--- src/rtl/i2ct_pkg.sv ---
// Package: shared types and flag positions for the I2C target transmitter.
// Assumes: flag bit order is visible to firmware and to the bench.
package i2ct_pkg;
    localparam int NFLAGS  = 6;
    localparam int F_MATCH = 0;
    localparam int F_DONE  = 1;
    localparam int F_UNDER = 2;
    localparam int F_SERR  = 3;
    localparam int F_PERR  = 4;
    localparam int F_LOW   = 5;
    localparam int NEV     = 5;

    typedef enum logic [2:0] {
        ST_IDLE  = 3'd0,
        ST_ADDR  = 3'd1,
        ST_AACK  = 3'd2,
        ST_FETCH = 3'd3,
        ST_TX    = 3'd4,
        ST_MACK  = 3'd5,
        ST_NEXT  = 3'd6
    } eng_state_t;
endpackage

--- src/rtl/i2ct_sync.sv ---
// Module: multi-stage synchronizer for bus lines.
// Assumes: STAGES >= 1; reset value is the idle bus level (high).
module i2ct_sync #(
    parameter int W      = 2,
    parameter int STAGES = 2
) (
    input  logic         clk,
    input  logic         rst_n,
    input  logic [W-1:0] d,
    output logic [W-1:0] q
);
    logic [W-1:0] pipe [STAGES];

    for (genvar g = 0; g < STAGES; g++) begin : g_stage
        // Purpose: shift the line one stage further into the clock domain.
        always_ff @(posedge clk) begin
            if (!rst_n) pipe[g] <= '1;
            else        pipe[g] <= (g == 0) ? d : pipe[(g == 0) ? 0 : g-1];
        end
    end

    assign q = pipe[STAGES-1];
endmodule

--- src/rtl/i2ct_fifo.sv ---
// Module: transmit FIFO with show-ahead head and level count.
// Assumes: DEPTH is a power of two; pushes when full and pops when empty are dropped.
module i2ct_fifo #(
    parameter int DEPTH = 8,
    parameter int W     = 8,
    localparam int AW   = $clog2(DEPTH),
    localparam int LW   = $clog2(DEPTH+1)
) (
    input  logic          clk,
    input  logic          rst_n,
    input  logic          flush,
    input  logic          push,
    input  logic [W-1:0]  din,
    input  logic          pop,
    output logic [W-1:0]  dout,
    output logic          empty,
    output logic [LW-1:0] level
);
    logic [W-1:0]  mem [DEPTH];
    logic [AW-1:0] wp, rp;
    logic          do_push, do_pop;

    assign empty   = (level == '0);
    assign do_push = push && (level != LW'(DEPTH));
    assign do_pop  = pop && !empty;
    assign dout    = mem[rp];

    // Purpose: store an accepted byte.
    always_ff @(posedge clk) begin
        if (do_push) mem[wp] <= din;
    end

    // Purpose: advance pointers and track the level.
    always_ff @(posedge clk) begin
        if (!rst_n || flush) begin
            wp    <= '0;
            rp    <= '0;
            level <= '0;
        end else begin
            if (do_push) wp <= wp + 1'b1;
            if (do_pop)  rp <= rp + 1'b1;
            level <= level + LW'(do_push) - LW'(do_pop);
        end
    end
endmodule

--- src/rtl/i2ct_engine.sv ---
// Module: bus-condition detector and transmit state machine.
// Assumes: synchronized SCL/SDA sampled at >= 8x the SCL rate; all outputs
// registered; ev[] pulses one cycle per event, indexed like the flags.
module i2ct_engine
    import i2ct_pkg::*;
(
    input  logic           clk,
    input  logic           rst_n,
    input  logic           enable,
    input  logic           preload_en,
    input  logic           stretch_en,
    input  logic           ready,
    input  logic [6:0]     own_addr,
    input  logic           scl_s,
    input  logic           sda_s,
    input  logic           fifo_empty,
    input  logic [7:0]     fifo_dout,
    output logic           fifo_pop,
    output logic           sda_drv,
    output logic           scl_drv,
    output logic           clr_ready,
    output logic [NEV-1:0] ev
);
    eng_state_t state;
    logic       scl_q, sda_q, uf, first;
    logic [7:0] sreg;
    logic [3:0] cnt;
    logic       scl_rise, scl_fall, start_c, stop_c, in_tx, hit;
    logic [7:0] nbyte;

    assign scl_rise = scl_s && !scl_q;
    assign scl_fall = !scl_s && scl_q;
    assign start_c  = scl_s && scl_q && sda_q && !sda_s;
    assign stop_c   = scl_s && scl_q && !sda_q && sda_s;
    assign in_tx    = (state == ST_TX) || (state == ST_MACK) ||
                      (state == ST_NEXT) || (state == ST_FETCH);
    assign hit      = (sreg[7:1] == own_addr) && sreg[0] && (!preload_en || ready);
    assign nbyte    = uf ? 8'hFF : (fifo_empty ? 8'hFF : fifo_dout);

    // Purpose: sequence address decode, byte shifting and acknowledge handling.
    always_ff @(posedge clk) begin
        if (!rst_n) begin
            state <= ST_IDLE; scl_q <= 1'b1; sda_q <= 1'b1;
            sda_drv <= 1'b0; scl_drv <= 1'b0; uf <= 1'b0; first <= 1'b0;
            sreg <= '0; cnt <= '0; ev <= '0; clr_ready <= 1'b0; fifo_pop <= 1'b0;
        end else begin
            scl_q     <= scl_s;
            sda_q     <= sda_s;
            ev        <= '0;
            clr_ready <= 1'b0;
            fifo_pop  <= 1'b0;
            if (!enable) begin
                state <= ST_IDLE; sda_drv <= 1'b0; scl_drv <= 1'b0; uf <= 1'b0;
            end else if (start_c) begin
                if (in_tx) begin
                    ev[F_SERR] <= 1'b1;
                    state      <= ST_IDLE;
                end else begin
                    state <= ST_ADDR;
                    cnt   <= '0;
                end
                sda_drv <= 1'b0; scl_drv <= 1'b0; uf <= 1'b0;
            end else if (stop_c) begin
                if (in_tx) ev[F_PERR] <= 1'b1;
                state <= ST_IDLE; sda_drv <= 1'b0; scl_drv <= 1'b0;
            end else begin
                case (state)
                    ST_ADDR: begin
                        if (scl_rise) begin
                            sreg <= {sreg[6:0], sda_s};
                            cnt  <= cnt + 1'b1;
                        end else if (scl_fall && cnt == 4'd8) begin
                            if (hit) begin
                                sda_drv     <= 1'b1;
                                ev[F_MATCH] <= 1'b1;
                                first       <= 1'b1;
                                state       <= ST_AACK;
                            end else begin
                                state <= ST_IDLE;
                            end
                        end
                    end
                    ST_AACK: if (scl_fall) begin
                        sda_drv <= 1'b0;
                        state   <= ST_FETCH;
                    end
                    ST_FETCH: begin
                        if (!uf && fifo_empty && stretch_en) begin
                            scl_drv <= 1'b1;
                        end else begin
                            if (!uf && fifo_empty) begin
                                ev[F_UNDER] <= 1'b1;
                                uf          <= 1'b1;
                            end
                            fifo_pop <= !uf && !fifo_empty;
                            sreg     <= nbyte;
                            sda_drv  <= !nbyte[7];
                            cnt      <= '0;
                            scl_drv  <= 1'b0;
                            state    <= ST_TX;
                        end
                    end
                    ST_TX: if (scl_fall) begin
                        if (cnt == 4'd7) begin
                            sda_drv   <= 1'b0;
                            clr_ready <= first;
                            first     <= 1'b0;
                            state     <= ST_MACK;
                        end else begin
                            sreg    <= {sreg[6:0], 1'b0};
                            sda_drv <= !sreg[6];
                            cnt     <= cnt + 1'b1;
                        end
                    end
                    ST_MACK: if (scl_rise) begin
                        if (sda_s) begin
                            ev[F_DONE] <= 1'b1;
                            state      <= ST_IDLE;
                        end else begin
                            state <= ST_NEXT;
                        end
                    end
                    ST_NEXT: if (scl_fall) state <= ST_FETCH;
                    default: ;
                endcase
            end
        end
    end
endmodule

--- src/rtl/i2c_tgt_tx.sv ---
// Module: I2C target transmitter top. Joins synchronizers, FIFO and engine,
// and owns the ready bit and the sticky flags.
// Assumes: clk runs at least 8x SCL; flags are write-one-to-clear, set wins.
module i2c_tgt_tx
    import i2ct_pkg::*;
#(
    parameter int  DEPTH       = 8,
    parameter int  SYNC_STAGES = 2,
    localparam int LW          = $clog2(DEPTH+1)
) (
    input  logic              clk,
    input  logic              rst_n,
    input  logic              enable,
    input  logic              preload_en,
    input  logic              stretch_en,
    input  logic [6:0]        own_addr,
    input  logic              ready_set,
    output logic              ready,
    input  logic              push_valid,
    input  logic [7:0]        push_data,
    output logic [LW-1:0]     fifo_level,
    input  logic [LW-1:0]     level_thresh,
    input  logic [NFLAGS-1:0] flag_clr,
    output logic [NFLAGS-1:0] flags,
    input  logic              scl_in,
    input  logic              sda_in,
    output logic              scl_pull,
    output logic              sda_pull
);
    logic [1:0]     bus_s;
    logic           fifo_empty, fifo_pop, clr_ready;
    logic [7:0]     fifo_dout;
    logic [NEV-1:0] ev;

    i2ct_sync #(.W(2), .STAGES(SYNC_STAGES)) u_sync (
        .clk(clk), .rst_n(rst_n), .d({scl_in, sda_in}), .q(bus_s)
    );

    i2ct_fifo #(.DEPTH(DEPTH), .W(8)) u_fifo (
        .clk(clk), .rst_n(rst_n), .flush(!enable), .push(push_valid),
        .din(push_data), .pop(fifo_pop), .dout(fifo_dout),
        .empty(fifo_empty), .level(fifo_level)
    );

    i2ct_engine u_eng (
        .clk(clk), .rst_n(rst_n), .enable(enable), .preload_en(preload_en),
        .stretch_en(stretch_en), .ready(ready), .own_addr(own_addr),
        .scl_s(bus_s[1]), .sda_s(bus_s[0]), .fifo_empty(fifo_empty),
        .fifo_dout(fifo_dout), .fifo_pop(fifo_pop), .sda_drv(sda_pull),
        .scl_drv(scl_pull), .clr_ready(clr_ready), .ev(ev)
    );

    // Purpose: firmware sets ready, hardware clears it after the first byte.
    always_ff @(posedge clk) begin
        if (!rst_n)         ready <= 1'b0;
        else if (ready_set) ready <= 1'b1;
        else if (clr_ready) ready <= 1'b0;
    end

    // Purpose: sticky flags, write-one-to-clear, with set taking priority.
    always_ff @(posedge clk) begin
        if (!rst_n) flags <= '0;
        else        flags <= (flags & ~flag_clr) |
                             {(fifo_level <= level_thresh), ev};
    end
endmodule

--- config.mk ---
export PLATFORM = sky130hd
export DESIGN_NAME = i2c_tgt_tx
export DESIGN_NICKNAME = d
export VERILOG_FILES = /design/src/rtl/i2ct_pkg.sv /design/src/rtl/i2ct_sync.sv /design/src/rtl/i2ct_fifo.sv /design/src/rtl/i2ct_engine.sv /design/src/rtl/i2c_tgt_tx.sv
export SDC_FILE = /design/constraint.sdc
export NUM_CORES = 1
export LEC_CHECK = 0
export BUFFER_PORTS_ARGS = -buffer_cell sky130_fd_sc_hd__buf_2
export CORE_ASPECT_RATIO = 1.75
export CORE_UTILIZATION = 63
export DETAILED_ROUTE_END_ITERATION = 8
export HOLD_SLACK_MARGIN = 0.02
export PLACE_DENSITY = 0.81
export SYNTH_ARGS = -nofsm -noshare
export SYNTH_HDL_FRONTEND = slang
export SYNTH_SLANG_ARGS = --single-unit
--- constraint.sdc ---
create_clock -name clk -period 4.11 [get_ports clk]
set_input_delay 0.822 -clock clk [delete_from_list [all_inputs] [get_ports clk]]
set_output_delay 0.822 -clock clk [all_outputs]
set_load 0.01 [all_outputs]
==> results.cfg, run 1 <==
[clock_tree]
clock_latency_at_the_later_pin_of_the_worst_skew_pair_ns = 0.41
htree_levels = 4
cts_tree = done
cts_hold_buffers = 0
cts-buffers-inserted = 17
cts_setup_buffers = 0
cts_resized = 0
cts.reportedPaths.clkPinSlew_ns = 0.05
max_buffers_root_to_sink = 2
clock-sinks = 116
cts_root_buf = sky130_fd_sc_hd__clkbuf_16

[synthesis]
postSynth.topFlopCell = sky130_fd_sc_hd__edfxtp_1
synth_area_mm2 = 0.00514
synth_area_per_cell_um2 = 12.4
async_reset_ff_frac = 0
synth-seq-area-share = 0.576
yosys.cell_types.count = 63
synth_cells = 414
synth.ff_latch_count = 116
synthesis.nets = 463
synth-warning-count = 0
synth_edf_count = 64

[min_path]
hold_class = reg2reg

[worst_setup_path]
regToRegEndpoint = u_fifo.mem[1][2]
timing.critical_path.arrival_ns = 2.76
cp-startpoint = u_fifo.level[1]
critical_path_required_ns = 4.13
critPathCaptureType = flip-flop
worst-path-max-fanout = 8
critical_path.endpoint = u_fifo.mem[1][2]
path_class = reg2reg
r2r_cells = 4
startpoint_of_the_worst_register_to_register_path = u_fifo.level[1]
cp-start-kind = flip-flop
worst-r2r-setup-slack_ns = 1.37

[power_and_ir_drop]
cellPowerDensity_mw_per_mm2 = 504
power.share.switching = 0.193
switching_power_w = 0.000591
peakVddDrop_v = 0.000515
seq_power_share = 0.407
cellInternalPower_w = 0.00247
power.clock.fraction = 0.558
leakagePower_nw = 2.25
power_frac_comb = 0.035

[sta]
final_max_slew_viol_count = 0
fmax_mhz = 365
setup_repair_after_global_routing_missed_its_margin = no
skew_ns = 0.00580
final-hold-violation-count = 0
worst_slew_pin_slew_ns = 1.25
period_utilization = 0.667
timing.final.setup_violations = 0
slew_headroom = 0.161
tns_ns = 0
setup_ws_post_layout_ns = 1.37
finalWorstPathRequiredPeriod_ns = 2.74

[placement]
dp_worst_setup_slack_ns = 1.22
port_buffers = 46
detailedPlacementHpwl_um = 7640
place_area_mm2 = 0.00539
placed_cells_incl_taps = 532
gp_congestion = 0.892

[die]
die_x_um = 70.3
rows = 43
pin_count = 47
initial_core_util = 0.650
dieHeight_um = 122
placeableCoreArea_mm2 = 0.00791
die_area_mm2 = 0.00854

[final_layout]
finish.net_count = 510
post-route-cell-area_mm2 = 0.00608
layout.cells.most_common = sky130_fd_sc_hd__edfxtp_1
post_route_cells_drive_above_1_share = 0.234
layoutNonFillerInstCount = 564
areaGrowthSynthToFinish_pct = 18.2
antennaDiodeCount = 0
layout_common_cells = 64 x sky130_fd_sc_hd__edfxtp_1, 52 x sky130_fd_sc_hd__dfxtp_1, 46 x sky130_fd_sc_hd__buf_2

[global_route]
grt_pass1_wl_um = 18000
grt_start_max_net_pins = 31
grt_antenna_before_repair = 0
grt_overflow = 0
grt_use_total = 0.291
grt_pass1_vias = 3557

[detailed_routing]
routed_via_density = 6.23
post_drt_wl_per_cell_um = 20.3
drt_pre_antenna_iters = 5
remaining_drc_errors = 0
num_vias = 3511
antenna_left = 0
totalWireLength_um = 11500
drt_iter0_markers = 401

[flow_run]
cap_violations = 0

[status]
status = finished clean
-- logic make-up after synthesis --
| family | share of synthesized area |
|---|---|
| buffers and inverters | 0.0324 |
| multiplexers | 0.0951 |
| adder cells (fa/ha/maj) | 0.0380 |
| AO/OA/AOI/OAI | 0.0915 |
| XOR/XNOR | 0.0238 |
| flip-flops | 0.576 |
| AND/OR/NAND/NOR | 0.143 |
-- area by class of cell --
class,instances,area (um^2)
fill,451,1830
sequential,116,2960
clock buffer,17,425
multi-input combinational,261,2010
tap,90,113
clock inverter,15,258
timing repair buffer,47,238
inverter,18,67.6
-- registers in the layout (all words and copies together) (netlist names), 3 cells and up, named ones only --
| register | count |
|---|---|
| u_eng.cnt | 4 |
| u_fifo.wp | 3 |
| u_eng.sreg | 8 |
| u_eng.ev | 5 |
| u_fifo.level | 4 |
| u_sync.pipe | 4 |
| u_fifo.mem | 64 |
| u_fifo.rp | 3 |
| u_eng.state | 3 |
| flags | 6 |
-- layer usage --
| metal | vias to the layer above | track usage | routed length (um) |
|---|---|---|---|
| met5 | - | 0 | 0 |
| met4 | 0 | 0.185 | 607 |
| met3 | 43 | 0.0789 | 556 |
| met2 | 160 | 0.521 | 6300 |
| met1 | 1699 | 0.292 | 3990 |
| li1 | 1609 | - | - |
-- metrics by stage --
stage / utilization / total power [W] / hold WS (ns)
floorplan: - / 0.00133 / 0.386
global placement: 0.682 / 0.00137 / 0.390
detailed placement: 0.682 / 0.00137 / 0.391
CTS: 0.768 / 0.00308 / 0.427
global route: 0.768 / 0.00313 / 0.440
finish: 0.768 / 0.00306 / 0.427
-- cells in the mapped netlist, types with 2 or more instances --
| master | instances | area, um^2 |
|---|---|---|
| sky130_fd_sc_hd__inv_1 | 18 | 67.6 |
| sky130_fd_sc_hd__o2bb2ai_1 | 2 | 17.5 |
| sky130_fd_sc_hd__nand2_1 | 30 | 113 |
| sky130_fd_sc_hd__o211ai_1 | 2 | 15.0 |
| sky130_fd_sc_hd__and4bb_2 | 2 | 25.0 |
| sky130_fd_sc_hd__mux2i_1 | 5 | 50.1 |
| sky130_fd_sc_hd__dfxtp_1 | 52 | 1040 |
| sky130_fd_sc_hd__ha_1 | 14 | 175 |
| sky130_fd_sc_hd__nor2b_1 | 11 | 68.8 |
| sky130_fd_sc_hd__xor2_1 | 7 | 61.3 |
| sky130_fd_sc_hd__o21a_1 | 8 | 60.1 |
| sky130_fd_sc_hd__buf_2 | 3 | 15.0 |
| sky130_fd_sc_hd__edfxtp_1 | 64 | 1920 |
| sky130_fd_sc_hd__o22ai_1 | 16 | 100 |
| sky130_fd_sc_hd__nand2_2 | 2 | 12.5 |
| sky130_fd_sc_hd__nand4_1 | 3 | 18.8 |
| sky130_fd_sc_hd__buf_6 | 2 | 22.5 |
| sky130_fd_sc_hd__nor2_1 | 34 | 128 |
| sky130_fd_sc_hd__nand2b_1 | 21 | 131 |
| sky130_fd_sc_hd__buf_4 | 2 | 15.0 |
| sky130_fd_sc_hd__a221oi_1 | 2 | 17.5 |
| sky130_fd_sc_hd__or3_1 | 2 | 12.5 |
| sky130_fd_sc_hd__mux4_2 | 16 | 360 |
| sky130_fd_sc_hd__o21ai_0 | 9 | 45.0 |
| sky130_fd_sc_hd__xnor2_1 | 7 | 61.3 |
| sky130_fd_sc_hd__nor3_1 | 9 | 45.0 |
| sky130_fd_sc_hd__clkbuf_1 | 10 | 37.5 |
| sky130_fd_sc_hd__mux2_2 | 7 | 78.8 |
| sky130_fd_sc_hd__a21oi_1 | 11 | 55.1 |
| sky130_fd_sc_hd__nand3_1 | 6 | 30.0 |
| sky130_fd_sc_hd__and3_1 | 5 | 31.3 |
-- worst max-delay path, stage by stage (launching register included) --
cell,delay [ns]
sky130_fd_sc_hd__dfxtp_1,0.48
sky130_fd_sc_hd__inv_1,0.11
sky130_fd_sc_hd__a31oi_1,0.54
sky130_fd_sc_hd__nand2_1,0.22
sky130_fd_sc_hd__nor3_1,0.99
-- worst min-delay path by stage --
| stage | start | to | slack, ns | depth (start not counted) |
|---|---|---|---|---|
| global placement | u_sync.pipe[0][0] | u_sync.pipe[1][0] | 0.39 | 1 |
| floorplan | u_sync.pipe[0][0] | u_sync.pipe[1][0] | 0.39 | 1 |
| global route | u_sync.pipe[0][1] | u_sync.pipe[1][1] | 0.44 | 1 |
| finish | u_sync.pipe[0][1] | u_sync.pipe[1][1] | 0.43 | 1 |
| CTS | u_sync.pipe[0][1] | u_sync.pipe[1][1] | 0.43 | 1 |
| detailed placement | u_sync.pipe[0][1] | u_sync.pipe[1][1] | 0.39 | 1 |
-- power by group through the flow --
stage | clock network (W) | logic [W] | registers (W)
floorplan | 0 | 0.0000592 | 0.00127
CTS | 0.00173 | 0.000108 | 0.00125
finish | 0.00171 | 0.000108 | 0.00125
detailed placement | 0 | 0.000104 | 0.00127
global placement | 0 | 0.000100 | 0.00127
global route | 0.00177 | 0.000116 | 0.00125
Note: power is estimated with default switching activity, not from simulation.
==> run 2: changes to the inputs <==
- CORE_UTILIZATION: 63 -> 59
- PLACE_DENSITY: 0.81 -> 0.76
- clock period: 4.11 -> 2.81 ns (I/O delays scaled with it)
==> run 2 against run 1 <==
  * Utilization decreased by 3.3 points
  * Sequential power increased by 46%
  * Non-clock buffer count increased by 14
  * Register-to-register slack got worse by 0.98 ns
  * Total power increased by 39%
  * Cell area increased by 1.3%
  * Final cell count increased by 6.7%
  * Routed wire length decreased by 2.3%
  * Global-route usage decreased by 2.2 points
  * Combinational power increased by 46%
  * Critical endpoint is now u_fifo.level[2]
  * Clock power increased by 32%
==> results.cfg, run 2 (synthesis gave the netlist of run 1 again) <==
[detailed_routing]
post_drt_wl_per_cell_um = 18.6
drt_iter0_markers = 208
drt_pre_antenna_iters = 4
totalWireLength_um = 11200
routed_via_density = 5.76
remaining_drc_errors = 0
num_vias = 3469
antenna_left = 0

[final_layout]
largest_reg_flops = 64
register_containing_the_most_flip_flops_in_the_final_layout = u_fifo.mem
finish.net_count = 524
post_route_cells_drive_above_1_share = 0.253
areaGrowthSynthToFinish_pct = 19.7
antennaDiodeCount = 0
layout_common_cells = 64 x sky130_fd_sc_hd__edfxtp_1, 52 x sky130_fd_sc_hd__dfxtp_1, 46 x sky130_fd_sc_hd__buf_2
layout_top_registers = u_fifo.mem x64, u_eng.sreg x8, flags x6
layout.cells.most_common = sky130_fd_sc_hd__edfxtp_1

[placement]
detailedPlacementHpwl_um = 7620
gp_congestion = 0.910
port_buffers = 46

[clock_tree]
cts-buffers-inserted = 17
cts_tree = done
cts_hold_buffers = 0
clock-sinks = 116
cts_setup_buffers = 0
cts.reportedPaths.clkPinSlew_ns = 0.05
htree_levels = 4
clock_latency_at_the_later_pin_of_the_worst_skew_pair_ns = 0.41
cts_resized = 0
cts_root_buf = sky130_fd_sc_hd__clkbuf_16
max_buffers_root_to_sink = 2

[worst_setup_path]
critical_path.most_common_cell = sky130_fd_sc_hd__inv_1
cp-start-kind = flip-flop
crit_slowest_cell = sky130_fd_sc_hd__or3b_1
critical_path_required_ns = 3.09
worstPathCellList = inv_1 -> ha_1 -> or3b_1 -> nand2_1 -> inv_1 -> ha_1 -> inv_1 -> ha_1 -> inv_1 -> fa_1 -> xor2_1 -> nor2_1
path_class = reg2reg
worst-path-max-fanout = 3
max_stage_delay_ns = 0.37
timing.critical_path.arrival_ns = 2.69
critPathCaptureType = flip-flop

[die]
initial_core_util = 0.615
dieHeight_um = 126
die_x_um = 72.6
die_area_mm2 = 0.00911
pin_count = 47
placeableCoreArea_mm2 = 0.00837
rows = 44

[sta]
timing.final.setup_violations = 0
final-hold-violation-count = 0
slew_headroom = 0.546
tns_ns = 0
skew_ns = 0.00729
finalWorstPathRequiredPeriod_ns = 2.42
holdWs_ns = 0.339
period_utilization = 0.861
final_max_slew_viol_count = 0
worst_slew_pin_slew_ns = 0.678
fmax_mhz = 413
setup_repair_after_global_routing_missed_its_margin = no

[global_route]
grt_pass1_vias = 3623
grt_pass1_wl_um = 17600
grt_antenna_before_repair = 0
grt_overflow = 0
grt_start_max_net_pins = 30
grt_use_total = 0.269

[power_and_ir_drop]
seq_power_share = 0.430
power.share.switching = 0.188
leakagePower_nw = 2.30
cellPowerDensity_mw_per_mm2 = 690
peakVddDrop_v = 0.000730
switching_power_w = 0.000800
cellInternalPower_w = 0.00345
power.clock.fraction = 0.533
power_frac_comb = 0.037

[min_path]
hold_class = in2reg

[status]
status = finished clean

[flow_run]
cap_violations = 0
## run 2: cell types whose count changed in the layout (fill, tap and decap cells not counted)
cell	change
sky130_fd_sc_hd__inv_6	-2
sky130_fd_sc_hd__buf_4	+14
sky130_fd_sc_hd__clkinv_1	-4
sky130_fd_sc_hd__clkinv_2	+1
sky130_fd_sc_hd__clkinv_4	+1
sky130_fd_sc_hd__bufinv_16	-2
sky130_fd_sc_hd__clkbuf_1	+5
## run 2: power groups by stage
stage / clock [W] / sequential [W] / combinational (W)
floorplan: 0 / 0.00185 / 0.0000866
global route: 0.00236 / 0.00182 / 0.000174
detailed placement: 0 / 0.00186 / 0.000157
CTS: 0.00229 / 0.00182 / 0.000159
global placement: 0 / 0.00186 / 0.000152
finish: 0.00226 / 0.00182 / 0.000158
## run 2: final timing paths
path,startpoint,end,slack (ns),cells after the start
worst max-delay path,u_fifo.level[2],u_fifo.level[2],0.39,12
worst min-delay path,scl_in,u_sync.pipe[0][1],0.34,2
worst max register to register,u_fifo.level[2],u_fifo.level[2],0.39,12
worst min register to register,u_sync.pipe[0][0],u_sync.pipe[1][0],0.41,1
## run 2: critical path: cells and delay by family (launching register included)
family	cells	cell delay, ns
adder cells (fa/ha/maj)	4	0.95
AND/OR/NAND/NOR	3	0.56
flip-flops	1	0.33
buffers and inverters	4	0.32
XOR/XNOR	1	0.15
## run 2: area by class of cell
class                   count  area [um^2]
clock buffers              22          444
clock inverters             9          179
fillers                   577         2210
inverters                  18         67.6
multi-input cells         261         2010
flip-flops and latches    116         2960
well taps                 115          144
repair buffers             61          343
## run 2: per-layer routing
| metal | share of wire | track usage | wire length (um) | up-vias |
|---|---|---|---|---|
| met2 | 0.57 | 0.487 | 6360 | 123 |
| met4 | 0.038 | 0.175 | 431 | 0 |
| met5 | 0 | 0 | 0 | - |
| met1 | 0.34 | 0.264 | 3860 | 1681 |
| li1 | - | - | - | 1641 |
| met3 | 0.049 | 0.0604 | 551 | 24 |
## run 2: stage by stage
stage                     cell area, um^2  setup slack (ns)  total power (W)   util  cells
after floorplan                      5140             0.370          0.00194      -    414
after global placement               5530             0.447          0.00201  0.661    571
after detailed placement             5530             0.393          0.00201  0.661    571
after CTS                            6150             0.386          0.00428  0.735    602
after global routing                 6150             0.208          0.00436  0.735    602
final                                6150             0.391          0.00425  0.735    602
==> run 3: changes to the inputs <==
- CAP_MARGIN: unset -> 20
- CORE_UTILIZATION: 59 -> 63
- PLACE_DENSITY: 0.76 -> 0.86
- clock period: 2.81 -> 2.85 ns (I/O delays scaled with it)
==> run 3 against run 2 <==
  * Clock power shrank 16%
  * Clock-buffer cell count shrank 5
  * Hold slack lost 0.0038 ns
  * Register-to-register slack lost 0.17 ns
  * Sequential share of layout area grew 1.1 points
  * First-iteration DRC count grew 60%
  * Cell area shrank 2.2%
==> results.cfg, run 3 (synthesis gave the netlist of run 1 again) <==
[global_route]
grt_antenna_before_repair = 0
grt_overflow = 0
grt_pass1_wl_um = 18600
grt_pass1_vias = 3733
grt_use_total = 0.299
grt_start_max_net_pins = 30

[min_path]
timing.hold.worst_endpoint = u_sync.pipe[0][1]
hold_class = in2reg
hold_path_startpoint = scl_in
hold_depth = 2

[worst_setup_path]
timing.critical_path.arrival_ns = 2.91
crit_slowest_cell = sky130_fd_sc_hd__or3b_1
path_class = reg2reg
r2r_cells = 12
worst-r2r-setup-slack_ns = 0.22
critPathCaptureType = flip-flop
critical_path_required_ns = 3.13
cp-start-kind = flip-flop
worst-path-max-fanout = 6
worstPathCellList = inv_1 -> ha_1 -> or3b_1 -> nand2_1 -> inv_1 -> ha_1 -> inv_1 -> ha_1 -> inv_1 -> fa_1 -> xor2_1 -> nor2_1
timing.critical_path.buf_inv = 4
startpoint_of_the_worst_register_to_register_path = u_fifo.level[2]
regToRegEndpoint = u_fifo.level[2]
critical_path.most_common_cell = sky130_fd_sc_hd__inv_1
max_stage_delay_ns = 0.47
critPathTopFamily = adder cells

[clock_tree]
cts_tree = done
cts_setup_buffers = 0
max_buffers_root_to_sink = 2
cts.reportedPaths.clkPinSlew_ns = 0.05
cts_root_buf = sky130_fd_sc_hd__clkbuf_16
cts-buffers-inserted = 17
htree_levels = 4
cts_hold_buffers = 0
clock_latency_at_the_later_pin_of_the_worst_skew_pair_ns = 0.42
clock-sinks = 116
cts_resized = 0

[sta]
timing.final.setup_violations = 0
fmax_mhz = 380
tns_ns = 0
final_max_slew_viol_count = 0
setup_ws_post_layout_ns = 0.218
slew_headroom = 0.485
worst_slew_pin_slew_ns = 0.770
period_utilization = 0.923
final-hold-violation-count = 0
skew_ns = 0.00947
finalWorstPathRequiredPeriod_ns = 2.63
setup_repair_after_global_routing_missed_its_margin = no

[placement]
gp_congestion = 0.951
dp_worst_setup_slack_ns = 0.255
port_buffers = 46
place_area_mm2 = 0.00548
detailedPlacementHpwl_um = 7600

[final_layout]
layout_common_cells = 64 x sky130_fd_sc_hd__edfxtp_1, 52 x sky130_fd_sc_hd__dfxtp_1, 46 x sky130_fd_sc_hd__buf_2
layout_top_registers = u_fifo.mem x64, u_eng.sreg x8, flags x6
layout.cells.most_common = sky130_fd_sc_hd__edfxtp_1
post_route_cells_drive_above_1_share = 0.255
fillers = 468
post-route-cell-area_mm2 = 0.00602
largest_reg_flops = 64
finish.net_count = 522
areaGrowthSynthToFinish_pct = 17.0
final_core_util = 0.761
antennaDiodeCount = 0
register_containing_the_most_flip_flops_in_the_final_layout = u_fifo.mem

[detailed_routing]
remaining_drc_errors = 0
detailroute.wirelength.met2_um = 6630
dr.max_layer_used = met4
wl_met1_um = 4140
num_vias = 3637
wl_met3_um = 592
totalWireLength_um = 11900
post_drt_wl_per_cell_um = 20.6
routed_via_density = 6.31
antenna_left = 0
drt_pre_antenna_iters = 5
drt_iter0_markers = 332

[die]
die_area_mm2 = 0.00854
rows = 43
initial_core_util = 0.650
placeableCoreArea_mm2 = 0.00791
dieHeight_um = 122
die_x_um = 70.3
pin_count = 47

[flow_run]
cap_violations = 0

[power_and_ir_drop]
peakVddDrop_v = 0.000703
leakagePower_nw = 2.24
cellPowerDensity_mw_per_mm2 = 641

[status]
status = finished clean
==> run 3: cell types whose count changed in the layout (fill, tap and decap cells not counted), sizes merged <==
cell	before	now
clkinvlp	2	4
clkinv	2	7
inv	18	22
clkbuf	22	17
buf	61	59
bufinv	5	0
==> run 3: worst max-delay path by stage <==
stage	slack, ns	startpoint	cells after the start	end
CTS	0.21	u_fifo.level[2]	12	u_fifo.level[2]
finish	0.22	u_fifo.level[2]	12	u_fifo.level[2]
global route	0.05	u_fifo.level[2]	12	u_fifo.level[2]
global placement	0.35	u_fifo.level[2]	12	u_fifo.level[2]
floorplan	0.41	u_fifo.level[2]	13	u_fifo.level[2]
detailed placement	0.25	u_fifo.level[2]	12	u_fifo.level[2]
==> run 3: power breakdown <==
group	switching (W)	internal, W	total [W]
logic	0.0000901	0.0000651	0.000155
clock network	0.000794	0.00111	0.00190
registers	0.0000134	0.00178	0.00180
==> run 3: worst reg2reg max path, stage by stage (launching register included) <==
cell and delay (ns):
sky130_fd_sc_hd__dfxtp_1 0.32, sky130_fd_sc_hd__inv_1 0.10, sky130_fd_sc_hd__ha_1 0.16, sky130_fd_sc_hd__or3b_1 0.47
sky130_fd_sc_hd__nand2_1 0.18, sky130_fd_sc_hd__inv_1 0.10, sky130_fd_sc_hd__ha_1 0.28, sky130_fd_sc_hd__inv_1 0.06
sky130_fd_sc_hd__ha_1 0.16, sky130_fd_sc_hd__inv_1 0.06, sky130_fd_sc_hd__fa_1 0.38, sky130_fd_sc_hd__xor2_1 0.17
sky130_fd_sc_hd__nor2_1 0.06
==> run 3: layout make-up <==
cell class	instances	area [um^2]	area share
Clock buffer	17	425	0.0707
Clock inverter	15	108	0.0179
Inverter	18	67.6	0.0112
Multi-Input combinational cell	261	2010	0.335
Sequential cell	116	2960	0.492
Tap cell	90	113	0.0187
Timing Repair Buffer	59	328	0.0545
==> run 3: metrics by stage <==
step	hold WS [ns]	cells	total power [W]
finish	0.335	576	0.00386
global route	0.349	576	0.00395
CTS	0.327	576	0.00387
detailed placement	0.391	544	0.00198
global placement	0.397	544	0.00197
floorplan	0.386	414	0.00191
==> run 3: routing by layer <==
metal | vias up | GRT usage
met2 | 155 | 0.542
li1 | 1643 | -
met5 | - | 0
met1 | 1786 | 0.303
met3 | 53 | 0.0839
met4 | 0 | 0.168
